### config.mk
export PLATFORM = sky130hd
export DESIGN_NAME = mirror_update_seq
export DESIGN_NICKNAME = d
export VERILOG_FILES = /design/src/rtl/mus_pkg.sv /design/src/rtl/mus_rst_sync.sv /design/src/rtl/mus_cmd_drive.sv /design/src/rtl/mus_recover_decode.sv /design/src/rtl/mus_seq_fsm.sv /design/src/rtl/mirror_update_seq.sv
export SDC_FILE = /design/constraint.sdc
export NUM_CORES = 1
export LEC_CHECK = 0
export ABC_AREA = 1
export ABC_CLOCK_PERIOD_IN_PS = 1100
export CORE_UTILIZATION = 30
export CTS_BUF_LIST = sky130_fd_sc_hd__clkbuf_4 sky130_fd_sc_hd__clkbuf_8
export CTS_CLUSTER_DIAMETER = 30
export DETAILED_ROUTE_END_ITERATION = 10
export PLACE_DENSITY = 0.53
export SKIP_LAST_GASP = 1
export SLEW_MARGIN = 20
export SYNTH_ARGS = -nofsm -noshare
export SYNTH_HDL_FRONTEND = slang
export SYNTH_HIERARCHICAL = 1
export SYNTH_SLANG_ARGS = --single-unit
export TNS_END_PERCENT = 30
### constraint.sdc
create_clock -name clk -period 1.1 [get_ports clk]
set_input_delay 0.11 -clock clk [delete_from_list [all_inputs] [get_ports clk]]
set_output_delay 0.11 -clock clk [all_outputs]
set_load 0.1 [all_outputs]
### src/rtl/mus_pkg.sv
`timescale 1ns/1ps
package mus_pkg;
  localparam int ST_W  = 2;
  localparam int OP_W  = 3;
  localparam int DIR_W = 2;

  typedef logic [ST_W-1:0] st_t;

  // status bit 0 tracks the main copy, bit 1 tracks the mirror copy
  localparam st_t ST_CLEAN = 2'b00;
  localparam st_t ST_MAIN  = 2'b01;
  localparam st_t ST_BOTH  = 2'b11;
  localparam st_t ST_MIRR  = 2'b10;

  typedef enum logic [OP_W-1:0] {
    OP_ST_WR         = 3'd0,
    OP_ST_RD         = 3'd1,
    OP_MAIN_NEW      = 3'd2,
    OP_MIRR_FROM_MN  = 3'd3,
    OP_MAIN_FROM_MR  = 3'd4
  } op_e;

  typedef enum logic [DIR_W-1:0] {
    DIR_NONE = 2'd0,
    DIR_MAIN = 2'd1,
    DIR_MIRR = 2'd2
  } dir_e;

  typedef enum logic [3:0] {
    S_IDLE,
    S_READ,
    S_SET_MAIN,
    S_WR_MAIN,
    S_SET_BOTH,
    S_DROP_MAIN,
    S_WR_MIRR,
    S_CLEAR,
    S_FIX_MAIN
  } state_e;
endpackage

### src/rtl/mus_rst_sync.sv
`timescale 1ns/1ps
module mus_rst_sync #(
  parameter int STAGES = 2
) (
  input  logic clk,
  input  logic rst_n_in,
  output logic rst_n_out
);
  logic [STAGES-1:0] sync_q;

  always_ff @(posedge clk or negedge rst_n_in) begin
    if (!rst_n_in) sync_q <= '0;
    else           sync_q <= {sync_q[STAGES-2:0], 1'b1};
  end

  assign rst_n_out = sync_q[STAGES-1];
endmodule

### src/rtl/mus_cmd_drive.sv
`timescale 1ns/1ps
module mus_cmd_drive
  import mus_pkg::*;
(
  input  state_e state,
  output logic   cmd_valid,
  output op_e    cmd_op,
  output st_t    cmd_status
);
  always_comb begin
    cmd_valid  = 1'b1;
    cmd_op     = OP_ST_WR;
    cmd_status = ST_CLEAN;
    unique case (state)
      S_IDLE:      cmd_valid = 1'b0;
      S_READ:      cmd_op = OP_ST_RD;
      S_SET_MAIN:  cmd_status = ST_MAIN;
      S_WR_MAIN:   cmd_op = OP_MAIN_NEW;
      S_SET_BOTH:  cmd_status = ST_BOTH;
      S_DROP_MAIN: cmd_status = ST_MIRR;
      S_WR_MIRR:   cmd_op = OP_MIRR_FROM_MN;
      S_CLEAR:     cmd_status = ST_CLEAN;
      S_FIX_MAIN:  cmd_op = OP_MAIN_FROM_MR;
      default:     cmd_valid = 1'b0;
    endcase
  end
endmodule

### src/rtl/mus_recover_decode.sv
`timescale 1ns/1ps
module mus_recover_decode
  import mus_pkg::*;
(
  input  st_t    rd_status,
  output state_e dec_nxt,
  output dir_e   dec_dir
);
  always_comb begin
    unique case (rd_status)
      ST_MAIN: begin dec_nxt = S_FIX_MAIN;  dec_dir = DIR_MAIN; end
      ST_BOTH: begin dec_nxt = S_DROP_MAIN; dec_dir = DIR_MIRR; end
      ST_MIRR: begin dec_nxt = S_WR_MIRR;   dec_dir = DIR_MIRR; end
      default: begin dec_nxt = S_IDLE;      dec_dir = DIR_NONE; end
    endcase
  end
endmodule

### src/rtl/mus_seq_fsm.sv
`timescale 1ns/1ps
module mus_seq_fsm
  import mus_pkg::*;
(
  input  logic   clk,
  input  logic   rst_n,
  input  logic   upd_req,
  input  logic   chk_req,
  input  logic   cmd_ack,
  input  st_t    rd_status,
  input  logic   cmd_valid,
  input  op_e    cmd_op,
  input  st_t    cmd_status,
  input  state_e dec_nxt,
  input  dir_e   dec_dir,
  output state_e state,
  output logic   busy,
  output logic   upd_done,
  output logic   recovered,
  output dir_e   rec_dir
);
  state_e state_nx;
  logic   in_rec_q, in_rec_nx, in_rec_en;
  dir_e   dir_nx;
  logic   dir_en;
  st_t    shadow_q, shadow_nx;
  logic   shadow_en;
  logic   done_nx, rec_nx;
  logic   hs;

  assign hs   = cmd_valid && cmd_ack;
  assign busy = (state != S_IDLE);

  always_comb begin
    state_nx  = state;
    in_rec_nx = in_rec_q;
    in_rec_en = 1'b0;
    dir_nx    = rec_dir;
    dir_en    = 1'b0;
    done_nx   = 1'b0;
    rec_nx    = 1'b0;
    shadow_en = hs && ((cmd_op == OP_ST_RD) || (cmd_op == OP_ST_WR));
    shadow_nx = (cmd_op == OP_ST_RD) ? rd_status : cmd_status;
    unique case (state)
      S_IDLE: begin
        if (chk_req) begin
          state_nx = S_READ;     in_rec_nx = 1'b1; in_rec_en = 1'b1;
        end else if (upd_req) begin
          state_nx = S_SET_MAIN; in_rec_nx = 1'b0; in_rec_en = 1'b1;
        end
      end
      S_READ: if (hs) begin
        state_nx = dec_nxt;
        dir_nx   = dec_dir;
        dir_en   = 1'b1;
        rec_nx   = (dec_nxt == S_IDLE);
      end
      S_SET_MAIN:  if (hs) state_nx = S_WR_MAIN;
      S_WR_MAIN:   if (hs) state_nx = S_SET_BOTH;
      S_SET_BOTH:  if (hs) state_nx = S_DROP_MAIN;
      S_DROP_MAIN: if (hs) state_nx = S_WR_MIRR;
      S_WR_MIRR:   if (hs) state_nx = S_CLEAR;
      S_FIX_MAIN:  if (hs) state_nx = S_CLEAR;
      S_CLEAR: if (hs) begin
        state_nx = S_IDLE;
        rec_nx   = in_rec_q;
        done_nx  = !in_rec_q;
      end
      default: state_nx = S_IDLE;
    endcase
  end

  always_ff @(posedge clk or negedge rst_n) begin
    if (!rst_n) begin
      state     <= S_READ;
      in_rec_q  <= 1'b1;
      rec_dir   <= DIR_NONE;
      shadow_q  <= ST_CLEAN;
      upd_done  <= 1'b0;
      recovered <= 1'b0;
    end else begin
      state     <= state_nx;
      upd_done  <= done_nx;
      recovered <= rec_nx;
      if (in_rec_en) in_rec_q <= in_rec_nx;
      if (dir_en)    rec_dir  <= dir_nx;
      if (shadow_en) shadow_q <= shadow_nx;
    end
  end

  // one status bit per step relative to the last known stored value
  p_one_bit_step_r3: assert property (@(posedge clk) disable iff (!rst_n)
    (cmd_valid && cmd_op == OP_ST_WR) |-> ($countones(cmd_status ^ shadow_q) == 1));

  // a command is held until acknowledged
  p_hold_until_ack_r4: assert property (@(posedge clk) disable iff (!rst_n)
    (cmd_valid && !cmd_ack) |=> (cmd_valid && $stable(cmd_op) && $stable(cmd_status)));

  // main copy is written only while the main bit alone is stored
  p_main_marked_r2: assert property (@(posedge clk) disable iff (!rst_n)
    (cmd_valid && cmd_op == OP_MAIN_NEW) |-> (shadow_q == ST_MAIN));

  // mirror copy is written only while the mirror bit alone is stored
  p_mirr_marked_r8: assert property (@(posedge clk) disable iff (!rst_n)
    (cmd_valid && cmd_op == OP_MIRR_FROM_MN) |-> (shadow_q == ST_MIRR));

  // no storage traffic while idle
  p_quiet_idle_r5: assert property (@(posedge clk) disable iff (!rst_n)
    !busy |-> !cmd_valid);

  // completion flags are single-cycle and never together
  p_done_pulse_r11: assert property (@(posedge clk) disable iff (!rst_n)
    upd_done |=> !upd_done);
  p_rec_pulse_r11: assert property (@(posedge clk) disable iff (!rst_n)
    recovered |=> !recovered);
  p_excl_r11: assert property (@(posedge clk) disable iff (!rst_n)
    !(upd_done && recovered));
endmodule

### src/rtl/mirror_update_seq.sv
`timescale 1ns/1ps
module mirror_update_seq
  import mus_pkg::*;
#(
  parameter int RST_STAGES = 2
) (
  input  logic                   clk,
  input  logic                   rst_n,
  input  logic                   upd_req,
  input  logic                   chk_req,
  output logic                   busy,
  output logic                   upd_done,
  output logic                   recovered,
  output logic [DIR_W-1:0]       rec_dir,
  output logic                   cmd_valid,
  output logic [OP_W-1:0]        cmd_op,
  output logic [ST_W-1:0]        cmd_status,
  input  logic                   cmd_ack,
  input  logic [ST_W-1:0]        rd_status
);
  logic   rst_sync_n;
  state_e state;
  op_e    op_w;
  st_t    status_w;
  logic   valid_w;
  state_e dec_nxt;
  dir_e   dec_dir;
  dir_e   dir_w;

  mus_rst_sync #(.STAGES(RST_STAGES)) u_rst (
    .clk(clk), .rst_n_in(rst_n), .rst_n_out(rst_sync_n)
  );

  mus_cmd_drive u_drive (
    .state(state), .cmd_valid(valid_w), .cmd_op(op_w), .cmd_status(status_w)
  );

  mus_recover_decode u_dec (
    .rd_status(rd_status), .dec_nxt(dec_nxt), .dec_dir(dec_dir)
  );

  mus_seq_fsm u_fsm (
    .clk(clk), .rst_n(rst_sync_n), .upd_req(upd_req), .chk_req(chk_req),
    .cmd_ack(cmd_ack), .rd_status(rd_status), .cmd_valid(valid_w),
    .cmd_op(op_w), .cmd_status(status_w), .dec_nxt(dec_nxt), .dec_dir(dec_dir),
    .state(state), .busy(busy), .upd_done(upd_done), .recovered(recovered),
    .rec_dir(dir_w)
  );

  assign cmd_valid  = valid_w;
  assign cmd_op     = op_w;
  assign cmd_status = status_w;
  assign rec_dir    = dir_w;
endmodule

==> results of run 1 <==
[layer usage]
metal / GRT usage [%] / up-vias / share of wire [%]
met5: 0 / - / 0
met4: 2.63 / 0 / 0
met3: 3.39 / 0 / 3.3
met2: 27.4 / 20 / 54
met1: 19.5 / 397 / 42
li1: - / 450 / -
[worst reg2reg max path: stages (launching register included)]
cell and delay [ps]:
dfstp_2 540, nor2_2 50, nand2_1 70, nand2_1 60, nand2_2 80, clkinvlp_4 100, nand2_2 110, nand2_4 60
o21ai_4 160, nand2_1 60, o21ai_1 80
[flip-flops by register name, indices dropped and copies added, names as in the netlist]
register         cells
u_rst/sync_q         2
u_fsm/recovered      1
u_fsm/state          4
u_fsm/rec_dir        2
u_fsm/upd_done       1
u_fsm/in_rec_q       1
[through the flow]
step	instances	TNS, ps
2_1_floorplan	122	-10040
3_3_place_gp	185	-3200
3_5_place_dp	185	-3410
4_1_cts	194	-5530
5_1_grt	194	-6840
6_report	194	-5380
[area by class of cell]
type,instances,area (um^2),area share (%)
Timing Repair Buffer,41,482,35.3
Sequential cell,11,278,20.3
Inverter,18,71.3,5.22
Multi-Input combinational cell,90,468,34.2
Tap cell,30,37.5,2.75
Clock buffer,4,30.0,2.20
[cell families (layout without fill, tap and decap cells)]
family | count (synthesis) | in the layout | synth area share (%)
buffers and inverters | 21 | 63 | 10.7
other | 1 | 1 | 0.467
and+or+nand+nor | 84 | 84 | 48.1
AOI/OAI and AO/OA | 5 | 5 | 6.08
DFF | 11 | 11 | 34.6
[timing repair]
action / 4_1_cts / 5_1_grt
resized for setup: 6 / 3
hold buffers: 1 / 0
endpoints found under the setup margin: 16 / 16
pin swaps: 5 / 0
hold endpoints to repair: 2 / 0
buffers inserted: 4 / 0
[placed cells by master (no fill, tap or decap)]
cell type,netlist,layout
nand2_2,2,6
clkinvlp_4,0,1
nand3_1,10,10
dlygate4sd3_1,0,1
o21ai_0,1,1
conb_1,1,1
nor2_4,3,3
nor3_4,0,1
nand2_1,43,39
clkbuf_4,0,4
a21oi_4,1,1
nor2_1,16,13
dfrtp_1,9,9
o21ai_1,1,1
nand4_1,1,1
buf_4,2,18
nand2_4,2,2
a31oi_1,1,1
clkdlybuf4s50_1,0,6
buf_12,0,11
nor3_1,3,2
inv_2,1,1
dfstp_2,2,2
buf_6,0,5
inv_1,17,16
nor2_2,3,6
and2_0,1,1
o21ai_4,1,1
[worst paths after layout]
path,endpoint,slack [ps],cells past startpoint
min in group clk,u_rst/sync_q[1],370,0
min reg2reg,u_fsm/upd_done,140,0
min,u_fsm/upd_done,140,0
max reg2reg,u_fsm/state[3],-350,10
max,cmd_op[0],-460,6
max in group asynchronous,u_rst/sync_q[1],440,2
==> metrics.md, run 1 <==
| Metric | Value |
|---|---|
| Fin crit share | `142%` |
| Antenna-violating nets left | `0` |
| H-tree levels | `1` |
| Port-buffer cells | `17` |
| Post-DP Area | `0.00126 mm^2` |
| Die Wd | `53.7 um` |
| Vias/cell | `4.47` |
| Fmax | `642 MHz` |
| Placer congestion estimate | `0.863` |
| FP Rows | `18` |
| Nets | `172` |
| Avg Cell Area, Syn | `6.58 um^2` |
| Final worst slack | `-459 ps` |
| First-pass GRT wire length | `3240 um` |
| Yosys reg bits | `11` |
| Reg2Reg Launch Point | `u_fsm/state[0]` |
| Cell taking the most area after synthesis | `dfrtp_1` |
| Crit path buf inv count | `3` |
| Syn. warnings | `6` |
| Vias in the first global route | `780` |
| Crit-path cells | `buf_6 -> inv_1 -> nor2_1 -> nand2_1 -> nand2_1 -> buf_12` |
| Avg WL per Cell | `10.1 um` |
| Synth unique cells | `22` |
| Hold WC Path Type | `register to asynchronous set/reset pin` |
| Clk root buf | `clkbuf_4` |
| GR Overflow Total | `0` |
| CP startpoint | `u_fsm/state[0]` |
| Required @ worst endpoint | `990 ps` |
| Antenna diodes | `0` |
| CTS buffer count | `3` |
| DP Wirelength | `1490 um` |
| DRC violations left | `0` |
| Floorplan core area | `0.00250 mm^2` |
| Clk Latency, worst-skew pair | `270 ps` |
| CTS sink count | `11` |
| Crit-path slowest cell | `dfstp_2` |
| Post-synth top cells | `43 x nand2_1, 17 x inv_1, 16 x nor2_1` |
| Core Util, Final | `54.7%` |
| CTS clk-pin slew, worst paths | `70 ps` |
| Net Count, Synth | `129` |
| Starting Density | `32.1%` |
| CP dominant cell by count | `nand2_1` |
| Crit path time final | `1560 ps` |
| Dpl ws | `-330 ps` |
| Fill count | `228` |
| IO Count | `18` |
| Total GRT Usage | `15.6%` |
| Pins Over Slew Limit | `0` |
| Yosys top cell area share | `28.0%` |
| Synth area leaders | `dfrtp_1 28%, nand2_1 20%, inv_1 7.9%` |
| Crit path kind | `register to output pin` |
| DRT Pass-1 Iters | `4` |
| Final setup fails | `16` |
| Largest net degree at the start of global routing | `10` |
| Number of flops mapped to enable cells by yosys | `0` |
| DR iter-0 viols | `24` |
| Status | `finished with violations` |
| Max incr delay on CP | `540 ps` |
| Prevailing post-synth register cell | `dfrtp_1` |
| Post-Syn Area | `803 um^2` |
| Fin area | `0.00137 mm^2` |
| CTS tree | `yes` |
| Post-synthesis sequential area ratio | `34.6%` |
| DIE HEIGHT | `53.7 um` |
| Post-Syn Instances | `122` |
| Maxcap violations | `0` |
| Final wirelength | `1960 um` |
| Hold slack | `142 ps` |
| Setup Skew | `8.58 ps` |
| Endpoints failing hold | `0` |
| Nature of the critical path endpoint | `output pin` |
| Initial antenna violation count | `0` |
| Ys async rst share | `100%` |
| Crit-path max FO | `4` |
| Startpoint type of the worst setup path | `register` |
| Count leader, synth | `nand2_1` |
| Die ar. | `0.00289 mm^2` |
| Syn-to-layout area delta | `70.1%` |
| Layout cells sized above 1 | `37.8%` |
| Failing checks | `setup timing` |
| RSZ-0062 raised after global routing | `yes` |
| Clock Tree Buf Depth | `2` |
| Crit path DAT | `1450 ps` |
| CP delay by family, top | `flip-flops` |
| Vias | `867` |
Power of run 1 is left out: the tool's default activity adds up to more than one toggle a clock period on the data nets, which glitch-free logic cannot reach.
==> run 2, diff against run 1 <==
- ABC_CLOCK_PERIOD_IN_PS: 1100 -> 1800
- clock period: 1.1 -> 1.8 ns (I/O delays scaled with it)
==> metrics.md, run 2 (synthesis results as in run 1) <==
| Metric | Value |
|---|---|
| Required @ worst endpoint | `1620 ps (+630 ps)` |
| Starting Density | `32.1% (unchanged)` |
| Clock Tree Buf Depth | `2 (unchanged)` |
| Most frequent cells in the layout | `41 x nand2_1, 16 x inv_1, 14 x nor2_1, 10 x nand3_1, 9 x dfrtp_1` |
| Initial antenna violation count | `0 (unchanged)` |
| DRT Pass-1 Iters | `4 (unchanged)` |
| Status | `finished, final reports clean` |
| Dpl ws | `319 ps (+649 ps)` |
| Placer congestion estimate | `0.865 (+0.20%)` |
| Clk root buf | `clkbuf_4` |
| Most common cell after layout, fill and taps aside | `nand2_1` |
| Worst reg2reg endpoint | `u_fsm/rec_dir[0]` |
| DIE HEIGHT | `53.7 um (unchanged)` |
| Biggest register | `u_fsm/state` |
| Die Wd | `53.7 um (unchanged)` |
| Antenna-violating nets left | `0 (unchanged)` |
| Final setup fails | `0 (-16)` |
| Crit path kind | `register to output pin` |
| Nature of the critical path endpoint | `output pin` |
| DR iter-0 viols | `10 (-58%)` |
| Fill count | `254 (+11%)` |
| Largest net degree at the start of global routing | `10 (unchanged)` |
| Syn-to-layout area delta | `40.8%` |
| Crit path DAT | `1490 ps (+40 ps)` |
| Finished Layout Cells | `174 (-10%)` |
| Placed insts | `170 (-8.1%)` |
| Crit-path max FO | `9 (+5)` |
| Port-buffer cells | `17 (unchanged)` |
| Worst R2R Setup Slack | `310 ps (+660 ps)` |
| Endpoints failing hold | `0 (unchanged)` |
| Startpoint type of the worst setup path | `register` |
| Final worst slack | `135 ps (+593 ps)` |
| Setup Buffers After CTS | `0 (-4)` |
| Crit path time final | `1670 ps` |
| Vias | `777 (-10%)` |
| # resized after CTS | `0 (-6)` |
| Fmax | `601 MHz` |
| Die ar. | `0.00289 mm^2 (unchanged)` |
| FP Rows | `18 (unchanged)` |
| Post-CTS Hold Buffers | `0 (-1)` |
| DP Wirelength | `1370 um (-8.1%)` |
| Vias in the first global route | `701 (-10%)` |
| Reg2Reg Launch Point | `u_fsm/state[1]` |
| Core Util, Final | `45.2% (-9.4 points)` |
| Fin crit share | `92.5%` |
| R2R depth | `10 (unchanged)` |
| Hold WC Path Type | `primary input to asynchronous set/reset pin` |
| GR Overflow Total | `0 (unchanged)` |
| Vias/cell | `4.47 (about the same)` |
| Floorplan core area | `0.00250 mm^2 (unchanged)` |
| Avg WL per Cell | `9.61 um (-4.9%)` |
| CTS sink count | `11 (unchanged)` |
| Total GRT Usage | `13.8% (-1.8 points)` |
| Largest regs | `u_fsm/state (4), u_fsm/rec_dir (2), u_rst/sync_q (2)` |
| Final wirelength | `1670 um (-15%)` |
| First-pass GRT wire length | `2860 um (-12%)` |
| Max FFs per register | `4 (unchanged)` |
| H-tree levels | `1 (unchanged)` |
| IO Count | `18 (unchanged)` |
| Clk Latency, worst-skew pair | `270 ps (about the same)` |
| CTS clk-pin slew, worst paths | `70 ps (about the same)` |
| Maxcap violations | `0 (unchanged)` |
| Pins Over Slew Limit | `0 (unchanged)` |
| Setup Skew | `13.5 ps (+4.91 ps)` |
| Nets | `152 (-12%)` |
| CTS buffer count | `3 (unchanged)` |
| Antenna diodes | `0 (unchanged)` |
| RSZ-0062 raised after global routing | `no` |
| DRC violations left | `0 (unchanged)` |
| Layout cells sized above 1 | `27.8% (-10 points)` |
| CTS tree | `yes` |
run 2: cell types whose count changed in the layout (fill, tap and decap cells not counted), moves of 2 or more:
cell	previous run	this run
nand2_2	6	4
nand2_1	39	41
buf_6	5	0
buf_4	18	8
buf_12	11	7
run 2: how the worst max path moves through the flow:
stage                         startpoint              to  depth (start not counted)
final                     u_fsm/state[0]       cmd_op[0]                          6
after global routing      u_fsm/state[0]       cmd_op[0]                          6
after CTS                 u_fsm/state[0]       cmd_op[0]                          6
after detailed placement  u_fsm/state[0]  u_fsm/state[3]                         10
after global placement    u_fsm/state[0]  u_fsm/state[3]                         10
after floorplan           u_fsm/state[0]  u_fsm/state[3]                         10
run 2: area by class of cell:
type                            count  area, um^2  area share (%)
Tap cell                           30        37.5            3.32
Timing Repair Buffer               21         260            23.0
Inverter                           18        71.3            6.31
Clock buffer                        4        30.0            2.65
Multi-Input combinational cell     90         454            40.2
Sequential cell                    11         278            24.6
run 2: worst max-delay path: stages (launching register included):
cell	delay, ps
dfstp_2	540
buf_4	170
inv_1	80
nor2_1	80
nand2_1	50
nand2_1	110
buf_12	180
run 2: through the flow:
stage | hold slack [ps] | TNS, ps | instance area [um^2]
6_report | 73.5 | 0 | 1130
3_5_place_dp | 155 | 0 | 1100
5_1_grt | 57.5 | 0 | 1130
2_1_floorplan | -116 | -1390 | 822
3_3_place_gp | 166 | 0 | 1100
4_1_cts | 60.6 | 0 | 1130
run 2: per-layer routing:
layer / global-route usage [%] / wire length [um]
met3: 3.39 / 63
met1: 16.4 / 770
met5: 0 / 0
met2: 24.9 / 839
met4: 2.63 / 0
Power of run 2 is left out for the same reason.
